[config.mk]
export PLATFORM = sky130hd
export DESIGN_NAME = osd_cmd_decoder
export DESIGN_NICKNAME = d
export VERILOG_FILES = /design/src/rtl/osd_cmd_pkg.sv /design/src/rtl/osd_serial_rx.sv /design/src/rtl/osd_write_port.sv /design/src/rtl/osd_cfg_regs.sv /design/src/rtl/osd_cmd_decoder.sv
export SDC_FILE = /design/constraint.sdc
export NUM_CORES = 1
export LEC_CHECK = 0
export BUFFER_PORTS_ARGS = -buffer_cell sky130_fd_sc_hd__buf_2
export CORE_MARGIN = 8
export CORE_UTILIZATION = 40
export CTS_CLUSTER_SIZE = 24
export DETAILED_ROUTE_END_ITERATION = 8
export HOLD_SLACK_MARGIN = 0.15
export RECOVER_POWER = 25
export SYNTH_ARGS = -nofsm -noshare
export SYNTH_HDL_FRONTEND = slang
export SYNTH_SLANG_ARGS = --single-unit
export TNS_END_PERCENT = 10
[constraint.sdc]
create_clock -name clk -period 2.2 [get_ports clk]
set_clock_uncertainty 0.15 [all_clocks]
set_input_delay 0.22 -clock clk [delete_from_list [all_inputs] [get_ports clk]]
set_output_delay 0.22 -clock clk [all_outputs]
set_load 0.005 [all_outputs]
[src/rtl/osd_cmd_pkg.sv]
// Shared command codes, field widths and the configuration bundle
// for the serial on-screen display command decoder.
package osd_cmd_pkg;

    localparam int POS_W  = 6;
    localparam int SIZE_W = 2;
    localparam int DET_W  = 4;
    localparam int PH_W   = 2;

    typedef enum logic [2:0] {
        CMD_ADDR = 3'd0,
        CMD_CHAR = 3'd1,
        CMD_VERT = 3'd2,
        CMD_HORZ = 3'd3,
        CMD_DISP = 3'd4,
        CMD_SYNC = 3'd5,
        CMD_RSV6 = 3'd6,
        CMD_RSV7 = 3'd7
    } osd_cmd_e;

    typedef struct packed {
        logic [SIZE_W-1:0] vsize_a;
        logic [SIZE_W-1:0] vsize_b;
        logic [POS_W-1:0]  vstart;
        logic [SIZE_W-1:0] hsize_a;
        logic [SIZE_W-1:0] hsize_b;
        logic [POS_W-1:0]  hstart;
        logic              test_mode;
        logic              burst_off;
        logic              osc_stop;
        logic              non_interlace;
        logic              border_on;
        logic              blink_slow;
        logic              blink_on;
        logic              reverse_on;
        logic              display_on;
        logic [PH_W-1:0]   bg_phase;
        logic              bg_off;
        logic              int_sync;
        logic [DET_W-1:0]  det_count;
    } osd_cfg_t;

endpackage

[src/rtl/osd_serial_rx.sv]
// Serial word receiver.
// Samples the select, shift clock and data pins with the system clock,
// detects shift clock rising edges while select is low and assembles
// MSB-first words. word_done and word are combinational views valid on
// the edge that takes the final bit. Assumes the pins are synchronous to
// clk and each shift clock phase lasts at least two clk periods.
module osd_serial_rx #(
    parameter int WORD_W = 8
) (
    input  logic              clk,
    input  logic              rst_n,
    input  logic              cs_n,
    input  logic              sclk,
    input  logic              din,
    output logic              word_done,
    output logic [WORD_W-1:0] word,
    output logic              cs_rise
);
    localparam int CNT_W = $clog2(WORD_W);
    localparam logic [CNT_W-1:0] LAST_BIT = CNT_W'(WORD_W - 1);

    logic              sclk_d;
    logic              cs_d;
    logic [WORD_W-2:0] sh_q;
    logic [CNT_W-1:0]  cnt_q;
    logic              bit_take;

    assign bit_take  = sclk & ~sclk_d & ~cs_n;
    assign word_done = bit_take && (cnt_q == LAST_BIT);
    assign word      = {sh_q, din};
    assign cs_rise   = cs_n & ~cs_d;

    // Keep one cycle of pin history for edge detection.
    always_ff @(posedge clk) begin
        if (!rst_n) begin
            sclk_d <= 1'b0;
            cs_d   <= 1'b1;
        end else begin
            sclk_d <= sclk;
            cs_d   <= cs_n;
        end
    end

    // Shift in one bit per shift clock rise; count bits within the word.
    always_ff @(posedge clk) begin
        if (!rst_n || cs_n) begin
            sh_q  <= '0;
            cnt_q <= '0;
        end else if (bit_take) begin
            sh_q  <= {sh_q[WORD_W-3:0], din};
            cnt_q <= (cnt_q == LAST_BIT) ? '0 : cnt_q + 1'b1;
        end
    end

    // a deselected port always restarts at bit zero
    a_r1_count_cleared: assert property (@(posedge clk) disable iff (!rst_n)
        cs_n |=> (cnt_q == '0));

    // a word can only complete while the port is selected
    a_r1_word_in_session: assert property (@(posedge clk) disable iff (!rst_n)
        word_done |-> !cs_n);

endmodule

[src/rtl/osd_write_port.sv]
// Character write pointer and memory write port.
// Holds the line/column pointer, loads it on request, issues one
// registered write strobe per character and advances the pointer with
// column and line wrap. Assumes wr, clear and the set requests never
// coincide.
module osd_write_port #(
    parameter int NUM_LINES = 10,
    parameter int NUM_COLS  = 24,
    parameter int LINE_W    = 4,
    parameter int COL_W     = 5,
    parameter int CODE_W    = 6
) (
    input  logic              clk,
    input  logic              rst_n,
    input  logic              clear,
    input  logic              set_line,
    input  logic [LINE_W-1:0] line_in,
    input  logic              set_col,
    input  logic [COL_W-1:0]  col_in,
    input  logic              wr,
    input  logic              wr_attr,
    input  logic [CODE_W-1:0] wr_code,
    output logic              mem_we,
    output logic [LINE_W-1:0] mem_line,
    output logic [COL_W-1:0]  mem_col,
    output logic              mem_attr,
    output logic [CODE_W-1:0] mem_code
);
    localparam logic [LINE_W-1:0] LINE_LAST = LINE_W'(NUM_LINES - 1);
    localparam logic [COL_W-1:0]  COL_LAST  = COL_W'(NUM_COLS - 1);

    logic [LINE_W-1:0] line_q;
    logic [COL_W-1:0]  col_q;

    // Load, clear or auto-advance the write pointer.
    always_ff @(posedge clk) begin
        if (!rst_n || clear) begin
            line_q <= '0;
            col_q  <= '0;
        end else if (wr) begin
            if (col_q >= COL_LAST) begin
                col_q  <= '0;
                line_q <= (line_q >= LINE_LAST) ? '0 : line_q + 1'b1;
            end else begin
                col_q <= col_q + 1'b1;
            end
        end else begin
            if (set_line) line_q <= line_in;
            if (set_col)  col_q  <= col_in;
        end
    end

    // Register the write strobe together with its address and data.
    always_ff @(posedge clk) begin
        if (!rst_n) begin
            mem_we   <= 1'b0;
            mem_line <= '0;
            mem_col  <= '0;
            mem_attr <= 1'b0;
            mem_code <= '0;
        end else begin
            mem_we <= wr;
            if (wr) begin
                mem_line <= line_q;
                mem_col  <= col_q;
                mem_attr <= wr_attr;
                mem_code <= wr_code;
            end
        end
    end

    // each character gives a single-cycle strobe
    a_r4_strobe_single: assert property (@(posedge clk) disable iff (!rst_n)
        mem_we |=> !mem_we);

    // a write from the last column lands the pointer on column zero
    a_r5_col_wrap: assert property (@(posedge clk) disable iff (!rst_n)
        (wr && col_q == COL_LAST) |=> (col_q == '0));

    // a write that is not at the last column keeps the line
    a_r5_line_keep: assert property (@(posedge clk) disable iff (!rst_n)
        (wr && col_q < COL_LAST) |=> $stable(line_q));

endmodule

[src/rtl/osd_cfg_regs.sv]
// Command decoder and configuration register file.
// Tracks the current command, the character-stream lock and the
// software-reset hold; routes each received word either to the write
// port or to the configuration fields. Assumes word_done and cs_rise
// never coincide (a word needs the port selected).
module osd_cfg_regs
    import osd_cmd_pkg::*;
#(
    parameter int WORD_W = 8,
    parameter int LINE_W = 4,
    parameter int COL_W  = 5,
    parameter int CODE_W = 6
) (
    input  logic              clk,
    input  logic              rst_n,
    input  logic              word_done,
    input  logic [WORD_W-1:0] word,
    input  logic              cs_rise,
    output osd_cfg_t          cfg,
    output logic              clear,
    output logic              set_line,
    output logic [LINE_W-1:0] line_in,
    output logic              set_col,
    output logic [COL_W-1:0]  col_in,
    output logic              wr,
    output logic              wr_attr,
    output logic [CODE_W-1:0] wr_code
);
    localparam int HEAD_BIT = WORD_W - 1;

    osd_cmd_e cmd_q;
    logic     lock_q;
    logic     hold_q;
    logic     accept;
    logic     is_head;
    osd_cmd_e head_id;

    assign accept  = word_done && !hold_q;
    assign is_head = word[HEAD_BIT];
    assign head_id = osd_cmd_e'(word[HEAD_BIT-1 -: 3]);
    assign line_in = word[LINE_W-1:0];
    assign col_in  = word[COL_W-1:0];
    assign wr_attr = word[HEAD_BIT];
    assign wr_code = word[CODE_W-1:0];

    // Route the accepted word to a write, a pointer load or a reset.
    always_comb begin
        wr       = 1'b0;
        set_line = 1'b0;
        set_col  = 1'b0;
        clear    = 1'b0;
        if (accept) begin
            if (lock_q) begin
                wr = 1'b1;
            end else if (is_head) begin
                set_line = (head_id == CMD_ADDR);
                clear    = (head_id == CMD_DISP) && word[0];
            end else begin
                set_col = (cmd_q == CMD_ADDR);
            end
        end
    end

    // Track the current command, the stream lock and the reset hold.
    always_ff @(posedge clk) begin
        if (!rst_n || cs_rise) begin
            cmd_q  <= CMD_ADDR;
            lock_q <= 1'b0;
            hold_q <= 1'b0;
        end else if (clear) begin
            cmd_q  <= CMD_ADDR;
            lock_q <= 1'b0;
            hold_q <= 1'b1;
        end else if (accept && !lock_q && is_head) begin
            cmd_q  <= head_id;
            lock_q <= (head_id == CMD_CHAR);
        end
    end

    // Load configuration fields from head words and data words.
    always_ff @(posedge clk) begin
        if (!rst_n || clear) begin
            cfg <= '0;
        end else if (accept && !lock_q) begin
            if (is_head) begin
                case (head_id)
                    CMD_VERT: begin
                        cfg.vsize_b <= word[3:2];
                        cfg.vsize_a <= word[1:0];
                    end
                    CMD_HORZ: begin
                        cfg.hsize_b <= word[3:2];
                        cfg.hsize_a <= word[1:0];
                    end
                    CMD_DISP: begin
                        cfg.test_mode <= word[3];
                        cfg.burst_off <= word[2];
                        cfg.osc_stop  <= word[1];
                    end
                    CMD_SYNC: begin
                        cfg.bg_phase <= word[3:2];
                        cfg.bg_off   <= word[1];
                        cfg.int_sync <= word[0];
                    end
                    default: ;
                endcase
            end else begin
                case (cmd_q)
                    CMD_VERT: cfg.vstart <= word[POS_W-1:0];
                    CMD_HORZ: cfg.hstart <= word[POS_W-1:0];
                    CMD_DISP: {cfg.non_interlace, cfg.border_on, cfg.blink_slow,
                               cfg.blink_on, cfg.reverse_on, cfg.display_on} <= word[5:0];
                    CMD_SYNC: cfg.det_count <= word[DET_W-1:0];
                    default: ;
                endcase
            end
        end
    end

    // a select rise always returns to the write-position command unlocked
    a_r6_cs_return: assert property (@(posedge clk) disable iff (!rst_n)
        cs_rise |=> (cmd_q == CMD_ADDR && !lock_q));

    // the stream lock persists until the select rises
    a_r4_lock_keep: assert property (@(posedge clk) disable iff (!rst_n)
        (lock_q && !cs_rise) |=> lock_q);

    // during the reset hold the display stays dark and nothing is written
    a_r10_hold_dark: assert property (@(posedge clk) disable iff (!rst_n)
        hold_q |-> (!cfg.display_on && !wr));

    // routing outputs are mutually exclusive
    a_r2_route_onehot: assert property (@(posedge clk) disable iff (!rst_n)
        $onehot0({wr, set_line, set_col, clear}));

endmodule

[src/rtl/osd_cmd_decoder.sv]
// Top of the serial on-screen display command decoder.
// Connects the serial receiver, the command/configuration decoder and
// the character write port, and flattens the configuration bundle onto
// plain output ports. Assumes serial pins synchronous to clk.
module osd_cmd_decoder
    import osd_cmd_pkg::*;
#(
    parameter int NUM_LINES = 10,
    parameter int NUM_COLS  = 24,
    parameter int LINE_W    = 4,
    parameter int COL_W     = 5,
    parameter int CODE_W    = 6,
    parameter int WORD_W    = 8
) (
    input  logic              clk,
    input  logic              rst_n,
    input  logic              ser_cs_n,
    input  logic              ser_sclk,
    input  logic              ser_din,
    output logic              mem_we,
    output logic [LINE_W-1:0] mem_line,
    output logic [COL_W-1:0]  mem_col,
    output logic              mem_attr,
    output logic [CODE_W-1:0] mem_code,
    output logic [1:0]        vsize_a,
    output logic [1:0]        vsize_b,
    output logic [5:0]        vstart,
    output logic [1:0]        hsize_a,
    output logic [1:0]        hsize_b,
    output logic [5:0]        hstart,
    output logic              test_mode,
    output logic              burst_off,
    output logic              osc_stop,
    output logic              non_interlace,
    output logic              border_on,
    output logic              blink_slow,
    output logic              blink_on,
    output logic              reverse_on,
    output logic              display_on,
    output logic [1:0]        bg_phase,
    output logic              bg_off,
    output logic              int_sync,
    output logic [3:0]        det_count
);
    logic              word_done;
    logic [WORD_W-1:0] word;
    logic              cs_rise;
    osd_cfg_t          cfg;
    logic              clear;
    logic              set_line;
    logic [LINE_W-1:0] line_in;
    logic              set_col;
    logic [COL_W-1:0]  col_in;
    logic              wr;
    logic              wr_attr;
    logic [CODE_W-1:0] wr_code;

    osd_serial_rx #(.WORD_W(WORD_W)) u_rx (
        .clk       (clk),
        .rst_n     (rst_n),
        .cs_n      (ser_cs_n),
        .sclk      (ser_sclk),
        .din       (ser_din),
        .word_done (word_done),
        .word      (word),
        .cs_rise   (cs_rise)
    );

    osd_cfg_regs #(
        .WORD_W (WORD_W),
        .LINE_W (LINE_W),
        .COL_W  (COL_W),
        .CODE_W (CODE_W)
    ) u_regs (
        .clk       (clk),
        .rst_n     (rst_n),
        .word_done (word_done),
        .word      (word),
        .cs_rise   (cs_rise),
        .cfg       (cfg),
        .clear     (clear),
        .set_line  (set_line),
        .line_in   (line_in),
        .set_col   (set_col),
        .col_in    (col_in),
        .wr        (wr),
        .wr_attr   (wr_attr),
        .wr_code   (wr_code)
    );

    osd_write_port #(
        .NUM_LINES (NUM_LINES),
        .NUM_COLS  (NUM_COLS),
        .LINE_W    (LINE_W),
        .COL_W     (COL_W),
        .CODE_W    (CODE_W)
    ) u_wp (
        .clk      (clk),
        .rst_n    (rst_n),
        .clear    (clear),
        .set_line (set_line),
        .line_in  (line_in),
        .set_col  (set_col),
        .col_in   (col_in),
        .wr       (wr),
        .wr_attr  (wr_attr),
        .wr_code  (wr_code),
        .mem_we   (mem_we),
        .mem_line (mem_line),
        .mem_col  (mem_col),
        .mem_attr (mem_attr),
        .mem_code (mem_code)
    );

    assign vsize_a       = cfg.vsize_a;
    assign vsize_b       = cfg.vsize_b;
    assign vstart        = cfg.vstart;
    assign hsize_a       = cfg.hsize_a;
    assign hsize_b       = cfg.hsize_b;
    assign hstart        = cfg.hstart;
    assign test_mode     = cfg.test_mode;
    assign burst_off     = cfg.burst_off;
    assign osc_stop      = cfg.osc_stop;
    assign non_interlace = cfg.non_interlace;
    assign border_on     = cfg.border_on;
    assign blink_slow    = cfg.blink_slow;
    assign blink_on      = cfg.blink_on;
    assign reverse_on    = cfg.reverse_on;
    assign display_on    = cfg.display_on;
    assign bg_phase      = cfg.bg_phase;
    assign bg_off        = cfg.bg_off;
    assign int_sync      = cfg.int_sync;
    assign det_count     = cfg.det_count;

    // the cycle after a reset edge shows no strobe and a dark display
    a_r11_reset_clear: assert property (@(posedge clk)
        !rst_n |=> (!mem_we && !display_on && vstart == '0));

endmodule

# == Yosys cells after proc, flatten, opt, wreduce, memory -nomap -nowiden ==
# Index checks and enable logic that the tools add are counted.
# word_totals
output_inout_bits,54
inputBits,5
regBits,80
# classes
add_sub_neg,3
n_reduce_logical,25
n_bitwise,7
magnitude_cmp,2
muxes,19
eq_ne,11
# op_table
operator,n
$reduce_and 3->1,8
$mux 4,4
$eq 3x3->1 const B,5
$mux 5,3
$eq 3x2->1 const B,4
$mux 1,11
$logic_not 3->1,2
$add 5x1->5 const B,1
$ge 5x5->1 const B,1
$logic_and 1x1->1,5
$add 4x1->4 const B,1
$ge 4x4->1 const B,1
$not 1->1,4
$reduce_bool 2->1,2
$add 3x1->3 const B,1
$and 1x1->1,3
$eq 3x1->1 const B,1
$logic_not 1->1,3
$logic_or 1x1->1,3
$mux 3,1
$ne 2x2->1 const B,1
$reduce_and 2->1,1
$reduce_or 2->1,1

# == Logic depth before layout (Yosys ltp) ==
# depth
word_depth,8
mapped_depth,9

# == Hierarchy ==
# From an unflattened synthesis, not the netlist that was laid out.
# unflattened
hier_cells,409
area_unflattened_um2,3721.1
# by_module_without_submodules
mod,seq_area_each_um2,instances,cells_each,area_per_inst_um2
osd_cfg_regs,840.8,1,233,1991.9
osd_write_port,520.5,1,122,1256.2
osd_serial_rx,240.2,1,54,473.0

# == Least setup slack after synthesis ==
# OpenSTA, ideal clock, no wires.
# synth_timing
path_type,reg2reg
startpoint,register u_rx.cnt_q[0]
endpoint,register u_regs.cfg[0] (netlist name)
n_path_buf,3
period_less_slack_ps,1970
arrival_ps,1703
path_stages_with_launch,10
slack_ps,230
setup_ps,117
cell_sequence,dfxtp_1 > ha_1 > ha_1 > nor3b_4 > and4_4 > buf_6 > a21o_1 > buf_6 > buf_2 > nor2_1
# synth_between
elab_chain_cells,5
elab_cells_between_ends,7
# synth_rtl
item,line_no,text
"start, declared",osd_serial_rx.sv:25,logic [CNT_W-1:0] cnt_q;
"start signal, assigned",osd_serial_rx.sv:51,cnt_q <= (cnt_q == LAST_BIT) ? '0 : cnt_q + 1'b1;
$eq 3x3->1 *,osd_serial_rx.sv:29,assign word_done = bit_take && (cnt_q == LAST_BIT);
$logic_and 1x1->1 *,osd_serial_rx.sv:29,
$logic_and 1x1->1 *,osd_cfg_regs.sv:38,assign accept = word_done && !hold_q;
$logic_and 1x1->1 or $mux 1 (tied branches),"osd_cfg_regs.sv:84, osd_cfg_regs.sv:52",
$reduce_and 3->1 (no line) or $logic_or 1x1->1 (tied branches),-,
# Mark *: on every way between the ends. The rest lies on a longest branch, timed or not.
# A chain may end at the register's enable or synchronous reset.

# == Worst setup path in the final report ==
# layout_timing
startpoint,register u_wp.line_q[1]
endpoint,register u_wp.line_q[3]
# layout_between
elab_chain_cells,4
elab_cells_between_ends,5
# layout_rtl
item,line_no,text
"start, declared",osd_write_port.sv:32,logic [LINE_W-1:0] line_q;
"start signal, assigned",osd_write_port.sv:43,line_q <= (line_q >= LINE_LAST) ? '0 : line_q + 1'b1;
"start signal, assigned",osd_write_port.sv:48,if (set_line) line_q <= line_in;
$add 4x1->4 or $ge 4x4->1 (tied branches),osd_write_port.sv:43,
$mux 4 *,osd_write_port.sv:43,
$mux 4 *,osd_write_port.sv:41,if (col_q >= COL_LAST) begin
$mux 4 *,osd_write_port.sv:40,end else if (wr) begin
# Mark *: on every way between the ends. The rest lies on a longest branch, timed or not. The select of a mux whose other input is x is not followed.

==> impl_metrics.tcl <==
set metrics [dict create \
    dpl_cell_area_um2 3850 \
    synthesis.nets 389 \
    n_fill_cell 832 \
    multi_input_area_um2 1620 \
    hold_viol_final 0 \
    post-route-period-util 0.962 \
    switching_share 0.222 \
    synth_compound_area_frac 0.134 \
    grt_overflow 0 \
    crit_fanout 5 \
    startpoint_type "flop" \
    drc 0 \
    gp_congestion 0.812 \
    routed_wl_um 8330 \
    grt_pass1_vias 2774 \
    dieArea_um2 11700 \
    path_class "flop to flop" \
    ys_async_sr_fraction 0 \
    wl_per_cell_um 15.2 \
    portBuffers 58 \
    area_growth_pct 19.5 \
    drt-initial-drc-count 113 \
    tritoncts "yes" \
    grt_pass1_wl_um 13700 \
    synth_edf_count 0 \
    synthMuxAreaShare 0.113 \
    cts_buffer_depth 2 \
    synth_xor_area_frac 0 \
    use_met2 0.230 \
    hp-class "input pin to flop" \
    period_needed_ns 2.12 \
    layout_setup_ws_ns 0.0839 \
    drive_above_1_share 0.180 \
    ff_latch_area_um2 1600 \
    ys_seq_elements 80 \
    dp_hpwl_um 5910 \
    syn_inst 378 \
    ctsHtreeMaxLevel 3 \
    tns_ns 0 \
    tightest_slew_ns 0.754 \
    grt.busiest_layer "met2" \
    grtUsageMet1 0.184 \
    start_util 0.413 \
    end_kind "flop" \
    vias 2792 \
    ios 59 \
    yosys.area_share.adder 0.0220 \
    row_count 33 \
    cp.arrival_ns 2.25 \
    required_ns 2.34 \
    leakage_nw 1.77 \
    antenna_found_initial 0 \
    vdd_drop_max_v 0.000369 \
    synth-simple-area-share 0.205 \
    path_clk_slew_ns 0.09 \
    post-cts-setup-buffers 0 \
    yosysSeqAreaShare 0.470 \
    core_um2 8260 \
    place_ws_ns 0.0787 \
    chipHeight_um 108 \
    p_clk_frac 0.437 \
    max_freq_mhz 473 \
    place_inst 532 \
    drtPass1Iterations 4 \
    synth_top_family_by_area "simple AND/OR/NAND/NOR gates" \
    avgSynthCellArea_um2 9.02 \
    cts.sinks 80 \
    ys.flop_type "dfxtp_1" \
    fin_cells 550 \
    status "finished, final reports clean" \
    maxSlewViolCount 0 \
    die_width_um 108 \
    internal_power_mw 2.11 \
    fin_area_um2 4070 \
    antenna_cells 0 \
    met3_usage 0.0518 \
    power_density_nw_per_um2 667 \
    drv_cap 0 \
    power_frac_seq 0.535 \
    finalNetCount 452 \
    ys_types 47 \
    clkLatencyLatePin_ns 0.36 \
    setup_viol 0 \
    numCtsBuffers 9 \
    p_sw_mw 0.603 \
    ys_warn_count 0 \
    ant_nets 0 \
    viasPerCell 5.08 \
    grt_max_degree 35 \
    grt_usage 0.147 \
    synth_area_um2 3410 \
    grt_setup_unrepaired "no" \
    cts_root_buf "clkbuf_8" \
    combinationalPowerShare 0.028 \
    slew_headroom 0.495 \
]
cell usage in the layout (no fill, tap or decap), types with 2 or more instances in the layout:
cell type,n
a211o_1,2
a211oi_1,2
a211oi_2,4
a21o_1,2
a21oi_1,39
a22oi_1,2
a31oi_1,3
a32oi_1,2
buf_12,2
buf_2,33
buf_4,16
bufinv_16,2
clkbuf_1,25
clkbuf_8,9
dfxtp_1,79
dlygate4sd3_1,3
ha_1,6
inv_1,11
inv_6,2
mux2i_1,37
nand2_1,58
nand2b_1,4
nand3_1,4
nand3b_1,3
nand4_1,7
nor2_1,48
nor2b_1,6
nor3_1,2
nor3b_1,2
o21ai_0,3
o32ai_2,2
or3b_1,2
metrics by stage:
| stage | hold WS, ns | util | power, mW |
|---|---|---|---|
| after floorplan | 0.192 | - | 1.54 |
| after global placement | 0.290 | 0.466 | 1.56 |
| after detailed placement | 0.296 | 0.466 | 1.56 |
| after CTS | 0.273 | 0.496 | 2.75 |
| after global routing | 0.307 | 0.493 | 2.83 |
| final | 0.288 | 0.493 | 2.72 |
cell usage after synthesis, types with 6 or more instances:
library cell / number / share of area
nor2_1: 48 / 0.053
mux2i_1: 37 / 0.11
inv_1: 11 / 0.012
nand4_1: 7 / 0.013
nand2_1: 58 / 0.064
dfxtp_1: 80 / 0.47
buf_2: 11 / 0.016
clkbuf_1: 12 / 0.013
a21oi_1: 39 / 0.057
ha_1: 6 / 0.022
nor2b_1: 6 / 0.011
metal layers:
metal | vias up | part of all wire
met5 | - | 0
met4 | 0 | 0.013
met3 | 11 | 0.057
met2 | 58 | 0.45
met1 | 1299 | 0.48
li1 | 1424 | -
registers in the layout, indices dropped and copies added, names as in the netlist:
register       flops
u_regs.cfg        37
u_rx.sh_q          7
u_wp.mem_code      6
u_wp.col_q         5
u_wp.mem_col       5
u_wp.line_q        4
u_wp.mem_line      4
u_regs.cmd_q       3
u_rx.cnt_q         3
u_regs.hold_q      1
u_regs.lock_q      1
u_rx.cs_d          1
u_rx.sclk_d        1
u_wp.mem_attr      1
u_wp.mem_we        1
power by group through the flow:
stage	combinational, mW	sequential [mW]	clock [mW]
6_report	0.0758	1.45	1.19
5_1_grt	0.0831	1.45	1.29
4_1_cts	0.0766	1.45	1.22
3_5_place_dp	0.0724	1.49	0
3_3_place_gp	0.0720	1.49	0
2_1_floorplan	0.0509	1.49	0
cell families (layout without fill, tap and decap cells):
group | Yosys count | after routing
fa+ha+maj | 6 | 6
buf+inv | 39 | 106
mux | 38 | 38
flops | 80 | 80
compound gates | 69 | 69
simple gates | 146 | 146
final cells by class:
type                    count  share of cell area
clock buffers               9              0.0304
repair buffers             80               0.113
multi-input cells         259               0.398
clock inverters             6              0.0224
inverters                  11              0.0101
well taps                 105              0.0322
flip-flops and latches     80               0.393
worst max-delay path, cell delays in order, from the launching register on:
cell	delay, ns
dfxtp_1	0.42
inv_1	0.09
ha_1	0.17
or3b_1	0.39
mux2_4	0.28
a2111o_1	0.42
a21oi_2	0.13
timing repair:
| action | 4_1_cts | 5_1_grt |
|---|---|---|
| hold buffers | 3 | 0 |
| resized for setup | 0 | 3 |
| endpoints found under the hold margin | 3 | 0 |
| endpoints found under the setup margin | 0 | 5 |
path summary, 6_finish.rpt:
kind	start	endpoint	slack, ns	cells after the start
setup / recovery	u_wp.line_q[1]	u_wp.line_q[3]	0.08	6
hold / removal	ser_cs_n	u_rx.cs_d	0.29	3
setup reg to reg	u_wp.line_q[1]	u_wp.line_q[3]	0.08	6
hold reg to reg	u_wp.mem_code[0]	u_wp.mem_code[0]	0.31	2
(Power assumes the default switching activity.)
